--- config.mk ---
export PLATFORM = sky130hd
export DESIGN_NAME = adc_bus_ctrl
export DESIGN_NICKNAME = d
export VERILOG_FILES = /design/src/rtl/adc_bus_pkg.sv /design/src/rtl/adc_sync2.sv /design/src/rtl/adc_conv_fsm.sv /design/src/rtl/adc_out_reg.sv /design/src/rtl/adc_bus_ctrl.sv
export SDC_FILE = /design/constraint.sdc
export NUM_CORES = 1
export LEC_CHECK = 0
export BUFFER_PORTS_ARGS = -buffer_cell sky130_fd_sc_hd__buf_2
export CAP_MARGIN = 20
export CORE_ASPECT_RATIO = 1.2
export CORE_MARGIN = 3
export CORE_UTILIZATION = 56
export DETAILED_ROUTE_END_ITERATION = 8
export PLACE_DENSITY = 0.88
export SLEW_MARGIN = 20
export SYNTH_ARGS = -nofsm -noshare
export SYNTH_HDL_FRONTEND = slang
export SYNTH_HIERARCHICAL = 1
export SYNTH_SLANG_ARGS = --single-unit
--- constraint.sdc ---
create_clock -name clk -period 2.5 [get_ports clk]
set_input_delay 0 -clock clk [delete_from_list [all_inputs] [get_ports clk]]
set_output_delay 0 -clock clk [all_outputs]
set_load 0.01 [all_outputs]
--- src/rtl/adc_bus_pkg.sv ---
package adc_bus_pkg;

    typedef enum logic [1:0] {
        PH_IDLE   = 2'd0,
        PH_SAMP   = 2'd1,
        PH_COARSE = 2'd2,
        PH_FINE   = 2'd3
    } phase_e;

    localparam int CHAN_W = 2;

endpackage

--- src/rtl/adc_sync2.sv ---
module adc_sync2 #(
    parameter int W = 4
) (
    input  logic         clk,
    input  logic         rst_n,
    input  logic [W-1:0] async_in,
    output logic [W-1:0] sync_out
);
    logic [W-1:0] meta_q, meta_d;
    logic [W-1:0] hold_q, hold_d;

    always_comb begin
        meta_d = async_in;
        hold_d = meta_q;
    end

    always_ff @(posedge clk or negedge rst_n) begin
        if (!rst_n) begin
            meta_q <= '1;
            hold_q <= '1;
        end else begin
            meta_q <= meta_d;
            hold_q <= hold_d;
        end
    end

    assign sync_out = hold_q;
endmodule

--- src/rtl/adc_conv_fsm.sv ---
module adc_conv_fsm
    import adc_bus_pkg::*;
#(
    parameter int SAMPLE_CYC = 13,
    parameter int COARSE_CYC = 12,
    parameter int FINE_CYC   = 18
) (
    input  logic              clk,
    input  logic              rst_n,
    input  logic              mode2,
    input  logic              start,
    input  logic              sh_act,
    input  logic [CHAN_W-1:0] chsel_m,
    output logic              core_sample,
    output logic              coarse_lat,
    output logic              result_lat,
    output logic [CHAN_W-1:0] chan,
    output logic              missed
);
    localparam int MAXC = (SAMPLE_CYC > COARSE_CYC)
                        ? ((SAMPLE_CYC > FINE_CYC) ? SAMPLE_CYC : FINE_CYC)
                        : ((COARSE_CYC > FINE_CYC) ? COARSE_CYC : FINE_CYC);
    localparam int CNTW = $clog2(MAXC + 1);
    localparam logic [CNTW-1:0] S_END = CNTW'(SAMPLE_CYC - 1);
    localparam logic [CNTW-1:0] C_END = CNTW'(COARSE_CYC - 1);
    localparam logic [CNTW-1:0] F_END = CNTW'(FINE_CYC - 1);

    typedef struct packed {
        phase_e            phase;
        logic [CNTW-1:0]   cnt;
        logic [CHAN_W-1:0] chan;
        logic              missed;
    } fsm_t;

    fsm_t q, d;

    always_comb begin
        d          = q;
        coarse_lat = 1'b0;
        result_lat = 1'b0;
        case (q.phase)
            PH_IDLE: begin
                if (start) begin
                    d.phase  = PH_SAMP;
                    d.cnt    = '0;
                    d.chan   = chsel_m;
                    d.missed = 1'b0;
                end
            end
            PH_SAMP: begin
                if (q.cnt == S_END) begin
                    if (mode2) begin
                        d.phase = PH_COARSE;
                        d.cnt   = '0;
                    end else if (!sh_act) begin
                        coarse_lat = 1'b1;
                        d.phase    = PH_FINE;
                        d.cnt      = '0;
                    end
                end else begin
                    d.cnt = q.cnt + 1'b1;
                end
            end
            PH_COARSE: begin
                if (q.cnt == C_END) begin
                    coarse_lat = 1'b1;
                    d.phase    = PH_FINE;
                    d.cnt      = '0;
                end else begin
                    d.cnt = q.cnt + 1'b1;
                end
            end
            default: begin
                if (q.cnt == F_END) begin
                    result_lat = 1'b1;
                    d.phase    = PH_IDLE;
                    d.cnt      = '0;
                end else begin
                    d.cnt = q.cnt + 1'b1;
                end
            end
        endcase
        if (start && q.phase != PH_IDLE) begin
            d.missed = 1'b1;
        end
    end

    always_ff @(posedge clk or negedge rst_n) begin
        if (!rst_n) begin
            q <= '{phase: PH_IDLE, cnt: '0, chan: '0, missed: 1'b0};
        end else begin
            q <= d;
        end
    end

    assign core_sample = (q.phase == PH_SAMP);
    assign chan        = q.chan;
    assign missed      = q.missed;

    AST_LATCH_EXCL: assert property (@(posedge clk) disable iff (!rst_n)
        $onehot0({coarse_lat, result_lat, start && q.phase == PH_IDLE}));
    AST_CHAN_HELD: assert property (@(posedge clk) disable iff (!rst_n)
        (q.phase != PH_IDLE && $past(q.phase) != PH_IDLE) |-> $stable(q.chan));
    AST_MISS_BUSY: assert property (@(posedge clk) disable iff (!rst_n)
        $rose(q.missed) |-> $past(q.phase) != PH_IDLE);
endmodule

--- src/rtl/adc_out_reg.sv ---
module adc_out_reg #(
    parameter int DW = 10
) (
    input  logic          clk,
    input  logic          rst_n,
    input  logic          result_lat,
    input  logic [DW-1:0] code,
    input  logic          rd_rel,
    output logic [DW-1:0] data,
    output logic          irq_n
);
    typedef struct packed {
        logic [DW-1:0] data;
        logic          irq_n;
    } out_t;

    out_t q, d;

    always_comb begin
        d = q;
        if (result_lat) begin
            d.data  = code;
            d.irq_n = 1'b0;
        end else if (rd_rel) begin
            d.irq_n = 1'b1;
        end
    end

    always_ff @(posedge clk or negedge rst_n) begin
        if (!rst_n) begin
            q <= '{data: '0, irq_n: 1'b1};
        end else begin
            q <= d;
        end
    end

    assign data  = q.data;
    assign irq_n = q.irq_n;

    AST_IRQ_FALL_SRC: assert property (@(posedge clk) disable iff (!rst_n)
        $fell(q.irq_n) |-> $past(result_lat));
    AST_IRQ_RISE_SRC: assert property (@(posedge clk) disable iff (!rst_n)
        $rose(q.irq_n) |-> $past(rd_rel));
    AST_DATA_HOLD: assert property (@(posedge clk) disable iff (!rst_n)
        !$past(result_lat) |-> $stable(q.data));
endmodule

--- src/rtl/adc_bus_ctrl.sv ---
module adc_bus_ctrl
    import adc_bus_pkg::*;
#(
    parameter int DW         = 10,
    parameter int NUM_CH     = 4,
    parameter int SAMPLE_CYC = 13,
    parameter int COARSE_CYC = 12,
    parameter int FINE_CYC   = 18
) (
    input  logic              clk,
    input  logic              rst_n,
    input  logic              mode2,
    input  logic              cs_n,
    input  logic              sh_n,
    input  logic              rd_n,
    input  logic [CHAN_W-1:0] chsel,
    input  logic [DW-1:0]     core_code,
    output logic              core_sample,
    output logic              core_coarse_lat,
    output logic              core_result_lat,
    output logic [CHAN_W-1:0] core_chan,
    output logic [DW-1:0]     dbus_out,
    output logic              dbus_oe,
    output logic              irq_n,
    output logic              missed
);
    localparam int SYNC_W = 3 + CHAN_W;

    typedef struct packed {
        logic sh_act;
        logic rd_act;
    } edge_t;

    logic [SYNC_W-1:0] sync_v;
    logic              cs_s, sh_s, rd_s;
    logic [CHAN_W-1:0] chsel_s, chsel_m;
    logic              sh_act, rd_act, start, rd_rel;
    edge_t             q, d;

    adc_sync2 #(.W(SYNC_W)) u_sync (
        .clk      (clk),
        .rst_n    (rst_n),
        .async_in ({cs_n, sh_n, rd_n, chsel}),
        .sync_out (sync_v)
    );

    assign {cs_s, sh_s, rd_s, chsel_s} = sync_v;

    generate
        if (NUM_CH >= 4) begin : g_ch4
            assign chsel_m = chsel_s;
        end else if (NUM_CH == 2) begin : g_ch2
            assign chsel_m = {1'b0, chsel_s[0]};
        end else begin : g_ch1
            assign chsel_m = '0;
        end
    endgenerate

    always_comb begin
        sh_act   = !cs_s && !sh_s;
        rd_act   = !cs_s && !rd_s;
        start    = sh_act && !q.sh_act;
        rd_rel   = !rd_act && q.rd_act;
        d.sh_act = sh_act;
        d.rd_act = rd_act;
    end

    always_ff @(posedge clk or negedge rst_n) begin
        if (!rst_n) begin
            q <= '{sh_act: 1'b0, rd_act: 1'b0};
        end else begin
            q <= d;
        end
    end

    adc_conv_fsm #(
        .SAMPLE_CYC (SAMPLE_CYC),
        .COARSE_CYC (COARSE_CYC),
        .FINE_CYC   (FINE_CYC)
    ) u_fsm (
        .clk         (clk),
        .rst_n       (rst_n),
        .mode2       (mode2),
        .start       (start),
        .sh_act      (sh_act),
        .chsel_m     (chsel_m),
        .core_sample (core_sample),
        .coarse_lat  (core_coarse_lat),
        .result_lat  (core_result_lat),
        .chan        (core_chan),
        .missed      (missed)
    );

    adc_out_reg #(.DW(DW)) u_out (
        .clk        (clk),
        .rst_n      (rst_n),
        .result_lat (core_result_lat),
        .code       (core_code),
        .rd_rel     (rd_rel),
        .data       (dbus_out),
        .irq_n      (irq_n)
    );

    assign dbus_oe = rd_act;

    AST_OE_SELECTED: assert property (@(posedge clk) disable iff (!rst_n)
        dbus_oe |-> (!cs_s && !rd_s));
    AST_NO_START_DESEL: assert property (@(posedge clk) disable iff (!rst_n)
        $rose(core_sample) |-> $past(!cs_s));
endmodule

# --- After elaboration in Yosys (flattened, before gate mapping) ---
# Index checks and enable logic that the tools add are counted.
classes:
  magnitude_cmp: 0
  bitwise_logic: 0
  div: 0
  n_mul: 0
  n_eq_ne: 10
  n_reduce_logical: 21
  add_sub_neg: 1
  muxes: 21
  n_shift: 0
op_table:
  columns: ["operator", "n"]
  rows:
  - ["7-bit one-hot mux with 3 select lines", 1]
  - ["5-bit 2-to-1 mux", 3]
  - ["7-bit 2-to-1 mux", 2]
  - ["5-bit by 4-bit equality test with 1-bit output, second input constant", 2]
  - ["1-bit 2-to-1 mux", 10]
  - ["10-bit 2-to-1 mux", 1]
  - ["2-bit nonzero test", 4]
  - ["2-bit 2-to-1 mux", 3]
  - ["2-bit by 1-bit inequality test with 1-bit output, second input constant", 3]
  - ["2-bit AND reduction", 3]
  - ["5-bit by 1-bit adder with 5-bit output, second input constant", 1]
  - ["5-bit equality test, second input constant", 1]
  - ["1-bit logical AND", 5]
  - ["1-bit logical NOT", 5]
  - ["5-bit AND reduction", 1]
  - ["4-bit inequality test, second input constant", 1]
  - ["4-bit nonzero test", 1]
  - ["3-bit inequality test, second input constant", 1]
  - ["3-bit OR reduction", 1]
  - ["2-bit by 1-bit equality test with 1-bit output, second input constant", 1]
  - ["2-bit equality test, second input constant", 1]
  - ["2-bit logical NOT", 1]
  - ["1-bit one-hot mux with 2 select lines", 1]
word_totals:
  out_inout_bits: 18
  latchBits: 0
  word_cells: 63
  ram_bits: 0
  register_bits: 33
  romBits: 0
  in_bits: 18
  mem_count: 0

# --- Longest topological paths before layout ---
# Gate-level depths: netlist of the first run.
logic_depth:
  depth_word: 6
  ltp_mapped: 7
  depth_no_buf: 6

# --- Cells and area by module ---
# Netlist of the first run, hierarchy kept.
by_module_without_submodules:
  columns: ["module", "seq_area_each_um2", "instances", "area_per_inst_um2", "cells_per_inst"]
  rows:
  - ["adc_conv_fsm", 250.2, 1, 684.4, 69]
  - ["adc_out_reg", 276.5, 1, 444.2, 23]
  - ["adc_sync2", 262.8, 1, 262.8, 10]
  - ["adc_bus_ctrl", 50.0, 1, 75.1, 6]

# --- Worst setup path before layout of the first run ---
# OpenSTA, ideal clock, no wires.
synth_timing:
  kind: "reg2reg"
  startpoint: "reg u_fsm/q[4] (netlist name)"
  endpoint: "reg u_out.q (netlist bit u_out/data[0])"
  setup_slack_ns: 0.695
  n_path_buf: 1
  setup_time_ns: 0.125
  arrival_ns: 1.680
  synth_period_minus_slack_ns: 1.805
  t_required_ns: 2.375
  path_stages_with_launch: 8
  path_cell_list: "dfrtp_1 inv_1 ha_1 nor4bb_2 nand2_1 inv_1 buf_6 mux2_4"
synth_between:
  elab_chain_len: 3
synth_lines:
  columns: ["element", "line", "text"]
  rows:
  - ["start: declaration", "adc_conv_fsm.sv:35", "fsm_t q, d;"]
  - ["start signal: assignment", "adc_conv_fsm.sv:90", "q <= '{phase: PH_IDLE, cnt: '0, chan: '0, missed: 1'b0};"]
  - ["5-bit equality test", "adc_conv_fsm.sv:74", "if (q.cnt == F_END) begin"]
  - ["1-bit 2-to-1 mux", "adc_conv_fsm.sv:74", null]
  - ["1-bit 2-to-1 mux", "adc_conv_fsm.sv:41", "case (q.phase)"]
  - ["via core_result_lat", "adc_bus_ctrl.sv:20", "output logic core_result_lat,"]
  - ["end signal: assignment", "adc_out_reg.sv:31", "q <= '{data: '0, irq_n: 1'b1};"]
  - ["end: declaration", "adc_out_reg.sv:17", "out_t q, d;"]
# The timed path passes the listed nets, and every way through them passes these cells.
# A chain may end at the register's enable or synchronous reset.

# --- Worst setup path in the final report of the first run ---
layout_timing:
  startpoint: "reg u_fsm/q[4] (netlist name)"
  endpoint: "reg u_out.q (netlist bit u_out/data[8])"
layout_between:
  elab_chain_len: 3
layout_lines:
  columns: ["element", "line"]
  rows:
  - ["5-bit equality test", "adc_conv_fsm.sv:74"]
  - ["1-bit 2-to-1 mux", "adc_conv_fsm.sv:74"]
  - ["1-bit 2-to-1 mux", "adc_conv_fsm.sv:41"]
# No other way between the ends.

==> summary.txt, run 1 <==
Run status
  • Status: finished clean

Timing
  • Final Hold Viols: 0
  • TNS Setup: 0 ns
  • Setup violators final: 0
  • Slew Viols, Final: 0
  • Fin crit period: 2.36 ns
  • Max-slew headroom: 54.1%
  • RSZ-0062 raised after global routing: no
  • Least-Margin Pin Slew: 0.688 ns
  • Final setup margin: 0.138 ns
  • Period utilization: 94.5%
  • Max Clock Freq: 423 MHz
  • Fin Clk Skew: 0.00872 ns

Yosys
  • Syn nets: 133
  • Fraction of registers with async set/reset: 100%
  • Flops & latches, synth: 33
  • Main synth FF type: dfrtp_1
  • Post-Syn Area: 1470 µm²
  • Complex-gate fraction of the synthesized area: 8.62%
  • Synth top area share: 37.5%
  • Cell taking the most area after synthesis: dfrtp_1
  • Mapped Cells: 108
  • Commonest cells in the synthesized netlist: 22 x dfrtp_1, 11 x dfstp_2, 9 x mux2_4
  • Largest family of logic cells by synthesized area: multiplexers
  • Post-Synth Simple-Gate Area: 10.6%
  • Ys Warns: 6
  • Xor/xnor share of the synthesized area: 0%
  • Most area-consuming cells after synthesis: dfrtp_1 38%, dfstp_2 20%, mux2_4 9.2%, ha_1 6.0%, mux2_2 3.8%
  • Post-synthesis mux area share: 13.7%
  • Number of synthesized flops with an enable pin: 0
  • Distinct cell type count after synthesis: 35
  • Post-synthesis adder-cell area fraction: 5.97%
  • Post-synthesis sequential area ratio: 57.3%
  • Top-count cell post-synth: dfrtp_1
  • Syn avg cell area: 13.6 µm²

Layout
  • Share of cells above drive strength 1: 44.8%
  • Area of the multi-input gates: 571 µm²
  • Nets: 189
  • FF/Latch Area: 840 µm²
  • Ant diodes: 0
  • Fillers: 138
  • Area growth from synthesis to layout: 27.7%

Floorplanning
  • Die outline width: 52.7 µm
  • Die ar.: 3270 µm²
  • Row count: 19
  • Starting Density: 61.1%
  • I/O Pins: 36
  • Core Region: 2400 µm²
  • Die height: 62.1 µm

Setup path
  • CP most frequent cell: inv_1
  • Slowest CP cell: dfrtp_1
  • Critical path arrival: 2.59 ns
  • Startpoint Class: register
  • Setup crit end kind: register
  • Slowest cell delay on critical path: 0.42 ns
  • Worst EP required: 2.73 ns
  • WS Path Type: reg -> reg
  • Worst-path fanout max: 8
  • Setup crit start: u_fsm/q[4]
  • Worst path cell trace: inv_1 > ha_1 > nor4bb_2 > nand2_1 > inv_1 > buf_4 > mux2_4
  • Reg2Reg Launch Point: u_fsm/q[4]

CTS
  • Post-CTS sizing: 0
  • Clock transition at the registers of the reported paths: 0.10 ns
  • CTS Sinks: 33
  • CTS tree: done
  • Post-CTS Setup Bufs: 0
  • Skew-Pair Late Insertion Delay: 0.34 ns
  • CTS H-tree lvls: 2
  • Clock buffer depth: 2
  • Clk root buf: clkbuf_4
  • TritonCTS buffer count: 5

Run
  • Max-cap violation count: 0

Place
  • Detailed Place HPWL: 1950 µm
  • I/O Buffers: 35
  • GPL Wtd Cong: 0.860
  • Worst slack, placed: 0.358 ns

Power
  • Clk network pwr share: 19.4%
  • Worst IR Drop VDD: 725 µV
  • Pleak: 0.919 nW
  • Flop pwr share: 45.8%
  • Internal: 0.959 mW
  • Sw Share: 35.6%
  • Comb power frac: 34.8%
  • Switching power: 0.531 mW
  • Pwr dens: 796 nW/µm²

Drt
  • Final WL: 3420 µm
  • Antenna viol nets, final: 0
  • DRC: 0
  • Vias per std cell: 5.64
  • Drt initial violations: 45
  • Avg WL per Cell: 17.5 µm
  • TritonRoute pass-1 iters: 4
  • Vias post-DR: 1105

Worst hold path
  • Worst hold path type: in -> async

GRT
  • Largest net degree at the start of global routing: 34
  • Vias in the first global route: 1158
  • GRT Overall Usage: 24.6%
  • First-pass GRT wire length: 5530 µm
  • Initial antenna violation count: 0
  • Total gr overflow: 0
-- cells in the final DEF, fill, tap and decap left out, types with 2 or more instances in the layout --
| master | instances |
|---|---|
| nand2_1 | 4 |
| dfrtp_1 | 22 |
| inv_1 | 8 |
| a21oi_1 | 4 |
| dlygate4sd3_1 | 16 |
| o21a_1 | 2 |
| buf_2 | 35 |
| o21ai_0 | 2 |
| nand3_1 | 4 |
| clkinv_2 | 2 |
| clkbuf_4 | 5 |
| dfstp_2 | 11 |
| nor2b_1 | 2 |
| o31ai_1 | 2 |
| nor2_1 | 4 |
| mux2_2 | 5 |
| mux2_4 | 9 |
| ha_1 | 7 |
-- power by group through the flow --
stage | clock network [mW] | registers [mW] | logic [mW]
after floorplan | 0 | 0.678 | 0.354
final | 0.289 | 0.683 | 0.519
after detailed placement | 0 | 0.689 | 0.466
after CTS | 0.288 | 0.677 | 0.489
after global placement | 0 | 0.679 | 0.456
after global routing | 0.328 | 0.697 | 0.574
-- repair_timing --
item | 4_1_cts | 5_1_grt
hold endpoints to repair | 37 | 0
hold buffers | 16 | 0
setup endpoints to repair | 0 | 0
-- worst paths after layout --
kind	to	slack, ns	cells after the start
setup reg to reg	u_out/data[8]	0.14	7
hold reg to reg	u_sync/sync_out[3]	0.36	0
hold / removal	u_fsm/q[9]	0.26	2
setup / recovery	u_out/data[8]	0.14	7
min in group clk	u_fsm/q[8]	0.27	5
max in group asynchronous	u_fsm/q[6]	1.80	2
-- per-layer routing --
metal  vias to the layer above  global-route usage [%]  wire, µm
met5                         -                       0         0
li1                        493                       -         -
met1                       557                    30.9      1440
met4                         0                    10.2        54
met2                        49                    40.2      1730
met3                         6                    6.92       200
-- final cells by class --
class | instances | share of cell area, %
sequential | 33 | 44.8
multi-input combinational | 64 | 30.5
timing repair buffer | 52 | 18.3
clock buffer | 6 | 2.20
tap | 31 | 2.07
inverter | 8 | 1.60
clock inverter | 2 | 0.534
-- critical path: cells and delay by family, from the launching register on --
family	cells	cell delay, ns
DFF	1	0.42
muxes	1	0.30
and+or+nand+nor	2	0.62
buffers and inverters	3	0.71
adders and majority gates	1	0.20
-- logic make-up after synthesis --
family | after synthesis
AOI/OAI and AO/OA | 18
and+or+nand+nor | 24
buffers and inverters | 11
muxes | 15
DFF | 33
adders and majority gates | 7
-- stage by stage --
step	cell area, µm²	utilization, %	power [mW]	hold WS (ns)	std cells
2_1_floorplan	1470	-	1.03	-0.296	108
3_3_place_gp	1660	69.2	1.13	0.0632	172
3_5_place_dp	1660	69.2	1.15	0.0736	172
4_1_cts	1870	78.0	1.45	0.230	196
5_1_grt	1870	78.0	1.60	0.272	196
6_report	1870	78.0	1.49	0.259	196
-- registers in the layout (all words and copies together), names as in the netlist --
| signal | cells |
|---|---|
| u_out/data | 10 |
| u_fsm/q | 7 |
| u_out/irq_n | 1 |
| u_sync/sync_out | 5 |
| u_fsm/missed | 1 |
| u_fsm/chan | 2 |
| u_sync/hold_d | 5 |
| q | 2 |
(Power assumes the default switching activity.)
==> run 2: changes to the inputs <==
SETUP_SLACK_MARGIN = 0.4   (was default)
==> run 2 against run 1 <==
  * Design area is 2.3% higher
  * Die area unchanged
  * Sequential share of layout area fell by 1.0 points
  * Worst setup slack better by 0.26 ns
  * Wire length is 9.3% higher
  * Largest cell class unchanged
  * Largest power group unchanged
  * Combinational power grew 5.6%
  * Highest routed layer unchanged
  * Critical path depth stayed put
  * Clock power about the same
  * Clock skew decreased by 0.00098 ns
==> summary.txt, run 2 (same netlist as run 1, synthesis figures left out) <==
Run status
  • Status: finished clean

GRT
  • Largest net degree at the start of global routing: 34 (unchanged)
  • Initial antenna violation count: 0 (unchanged)
  • GRT Overall Usage: 26.4% (+1.8 points)
  • Total gr overflow: 0 (unchanged)
  • First-pass GRT wire length: 5830 µm (+5.4%)
  • Vias in the first global route: 1156 (-0.17%)

Floorplanning
  • Core Region: 2400 µm² (unchanged)
  • Die ar.: 3270 µm² (unchanged)
  • Die height: 62.1 µm (unchanged)
  • Starting Density: 61.1% (unchanged)
  • I/O Pins: 36 (unchanged)
  • Die outline width: 52.7 µm (unchanged)
  • Row count: 19 (unchanged)

Timing
  • RSZ-0062 raised after global routing: yes
  • Final Hold Viols: 0 (unchanged)
  • Fin crit period: 2.10 ns (-0.265 ns)
  • Setup violators final: 0 (unchanged)
  • Least-Margin Pin Slew: 0.697 ns (+0.00834 ns)
  • Slew Viols, Final: 0 (unchanged)
  • Max Clock Freq: 477 MHz (+13%)
  • Period utilization: 83.9% (-11 points)
  • Final setup margin: 0.403 ns (+0.265 ns)
  • Max-slew headroom: 53.6% (-0.56 points)
  • TNS Setup: 0 ns (unchanged)
  • Fin Clk Skew: 0.00774 ns (-0.000984 ns)

CTS
  • CTS H-tree lvls: 2 (unchanged)
  • Clock transition at the registers of the reported paths: 0.10 ns (about the same)
  • TritonCTS buffer count: 5 (unchanged)
  • Clk root buf: clkbuf_4
  • Clock buffer depth: 2 (unchanged)
  • CTS Sinks: 33 (unchanged)
  • Skew-Pair Late Insertion Delay: 0.34 ns (about the same)
  • CTS tree: done

Layout
  • Most frequent cells in the layout: 35 x buf_2, 22 x dfrtp_1, 16 x dlygate4sd3_1, 11 x dfstp_2, 9 x mux2_4
  • Flip-flop count of the largest register after layout: 10 (unchanged)
  • Ant diodes: 0 (unchanged)
  • Share of cells above drive strength 1: 47.6% (+2.8 points)
  • Final instance area: 1920 µm² (+2.3%)
  • Nets: 192 (+1.6%)
  • Non-Filler Instances: 199 (+1.5%)
  • Fillers: 131 (-5.1%)
  • Area growth from synthesis to layout: 30.7%
  • Most common cell after layout, fill and taps aside: buf_2

Power
  • Pwr Total: 1.52 mW (+2.0%)
  • Comb power frac: 36.0% (+1.2 points)
  • Worst IR Drop VDD: 718 µV (-1.0%)
  • Internal: 0.969 mW (+1.0%)
  • Switching power: 0.552 mW (+3.9%)
  • Pwr dens: 794 nW/µm² (-0.30%)
  • Clk network pwr share: 18.8% (-0.6 points)
  • Flop pwr share: 45.2% (-0.6 points)
  • Sw Share: 36.3% (+0.65 points)
  • Pleak: 0.927 nW (+0.86%)

Setup path
  • Setup crit end kind: register
  • WS Path Type: reg -> reg
  • Setup crit start: u_fsm/q[4]
  • Worst EP required: 2.73 ns (about the same)
  • Slowest cell delay on critical path: 0.43 ns (about the same)
  • Startpoint Class: register
  • Reg2Reg Launch Point: u_fsm/q[4]
  • Slowest CP cell: dfrtp_1
  • Worst path cell trace: inv_1 > ha_1 > nor4bb_4 > nand2_2 > clkinvlp_4 > buf_4 > mux2_4
  • Critical path arrival: 2.32 ns (-0.27 ns)
  • Worst-path fanout max: 7 (-1)

Worst hold path
  • Worst hold path type: in -> reg
  • Origin of the worst min-delay path: mode2

Place
  • GPL Wtd Cong: 0.860 (unchanged)
  • I/O Buffers: 35 (unchanged)
  • Dpl cell area: 1660 µm² (unchanged)
  • Placed Cells: 172 (unchanged)
  • Detailed Place HPWL: 1950 µm (unchanged)
  • Worst slack, placed: 0.358 ns (unchanged)

Run
  • Max-cap violation count: 0 (unchanged)

Drt
  • Vias post-DR: 1127 (+2.0%)
  • Final WL: 3740 µm (+9.3%)
  • TritonRoute pass-1 iters: 4 (unchanged)
  • Avg WL per Cell: 18.8 µm (+7.6%)
  • Vias per std cell: 5.66 (+0.45%)
  • DRC: 0 (unchanged)
  • Drt initial violations: 20 (-56%)
  • Antenna viol nets, final: 0 (unchanged)
run 2: timing repair:
action | 4_1_cts | 5_1_grt
endpoints found under the setup margin | 4 | 13
resized for setup | 1 | 3
endpoints found under the hold margin | 37 | 0
hold buffers | 16 | 0
buffers inserted | 0 | 3
run 2: worst paths after layout:
| kind | to | slack [ns] | depth (start not counted) |
|---|---|---|---|
| worst max-delay path | u_out/data[8] | 0.40 | 7 |
| worst min-delay path | u_fsm/q[4] | 0.22 | 4 |
| worst max register to register | u_out/data[8] | 0.40 | 7 |
| worst min register to register | u_sync/sync_out[3] | 0.36 | 0 |
| max in group asynchronous | u_out/data[4] | 1.79 | 2 |
| min in group asynchronous | u_out/data[5] | 0.26 | 2 |
run 2: layout make-up:
class	instances	area (µm²)	area share (%)
Multi-Input combinational cell	64	588	30.7
Tap cell	31	38.8	2.02
Clock inverter	2	10.0	0.522
Clock buffer	6	41.3	2.15
Inverter	8	33.8	1.76
Sequential cell	33	840	43.8
Timing Repair Buffer	55	365	19.1
run 2: per-stage QoR:
stage               hold WS, ns  util (%)
floorplan                -0.296         -
detailed placement       0.0736      69.2
CTS                       0.230      78.2
finish                    0.222      79.8
global route              0.236      79.8
global placement         0.0632      69.2
run 2: routing by layer:
layer  vias up  global-route usage (%)  share of wire (%)
met5         -                       0                  0
met4         0                    14.6                2.6
met1       558                    30.9                 41
li1        504                       -                  -
met2        56                    42.6                 50
met3         9                    9.55                6.9
run 2: critical path: cells and delay by family (launching register included):
family                   cells  cell delay, ns
AND/OR/NAND/NOR              2            0.57
buffers and inverters        3            0.48
flip-flops                   1            0.43
multiplexers                 1            0.31
adder cells (fa/ha/maj)      1            0.20
run 2: power groups by stage:
stage	clock network [mW]	logic (mW)	registers, mW
finish	0.286	0.548	0.687
global route	0.323	0.595	0.698
CTS	0.288	0.489	0.677
detailed placement	0	0.466	0.689
global placement	0	0.456	0.679
floorplan	0	0.354	0.678
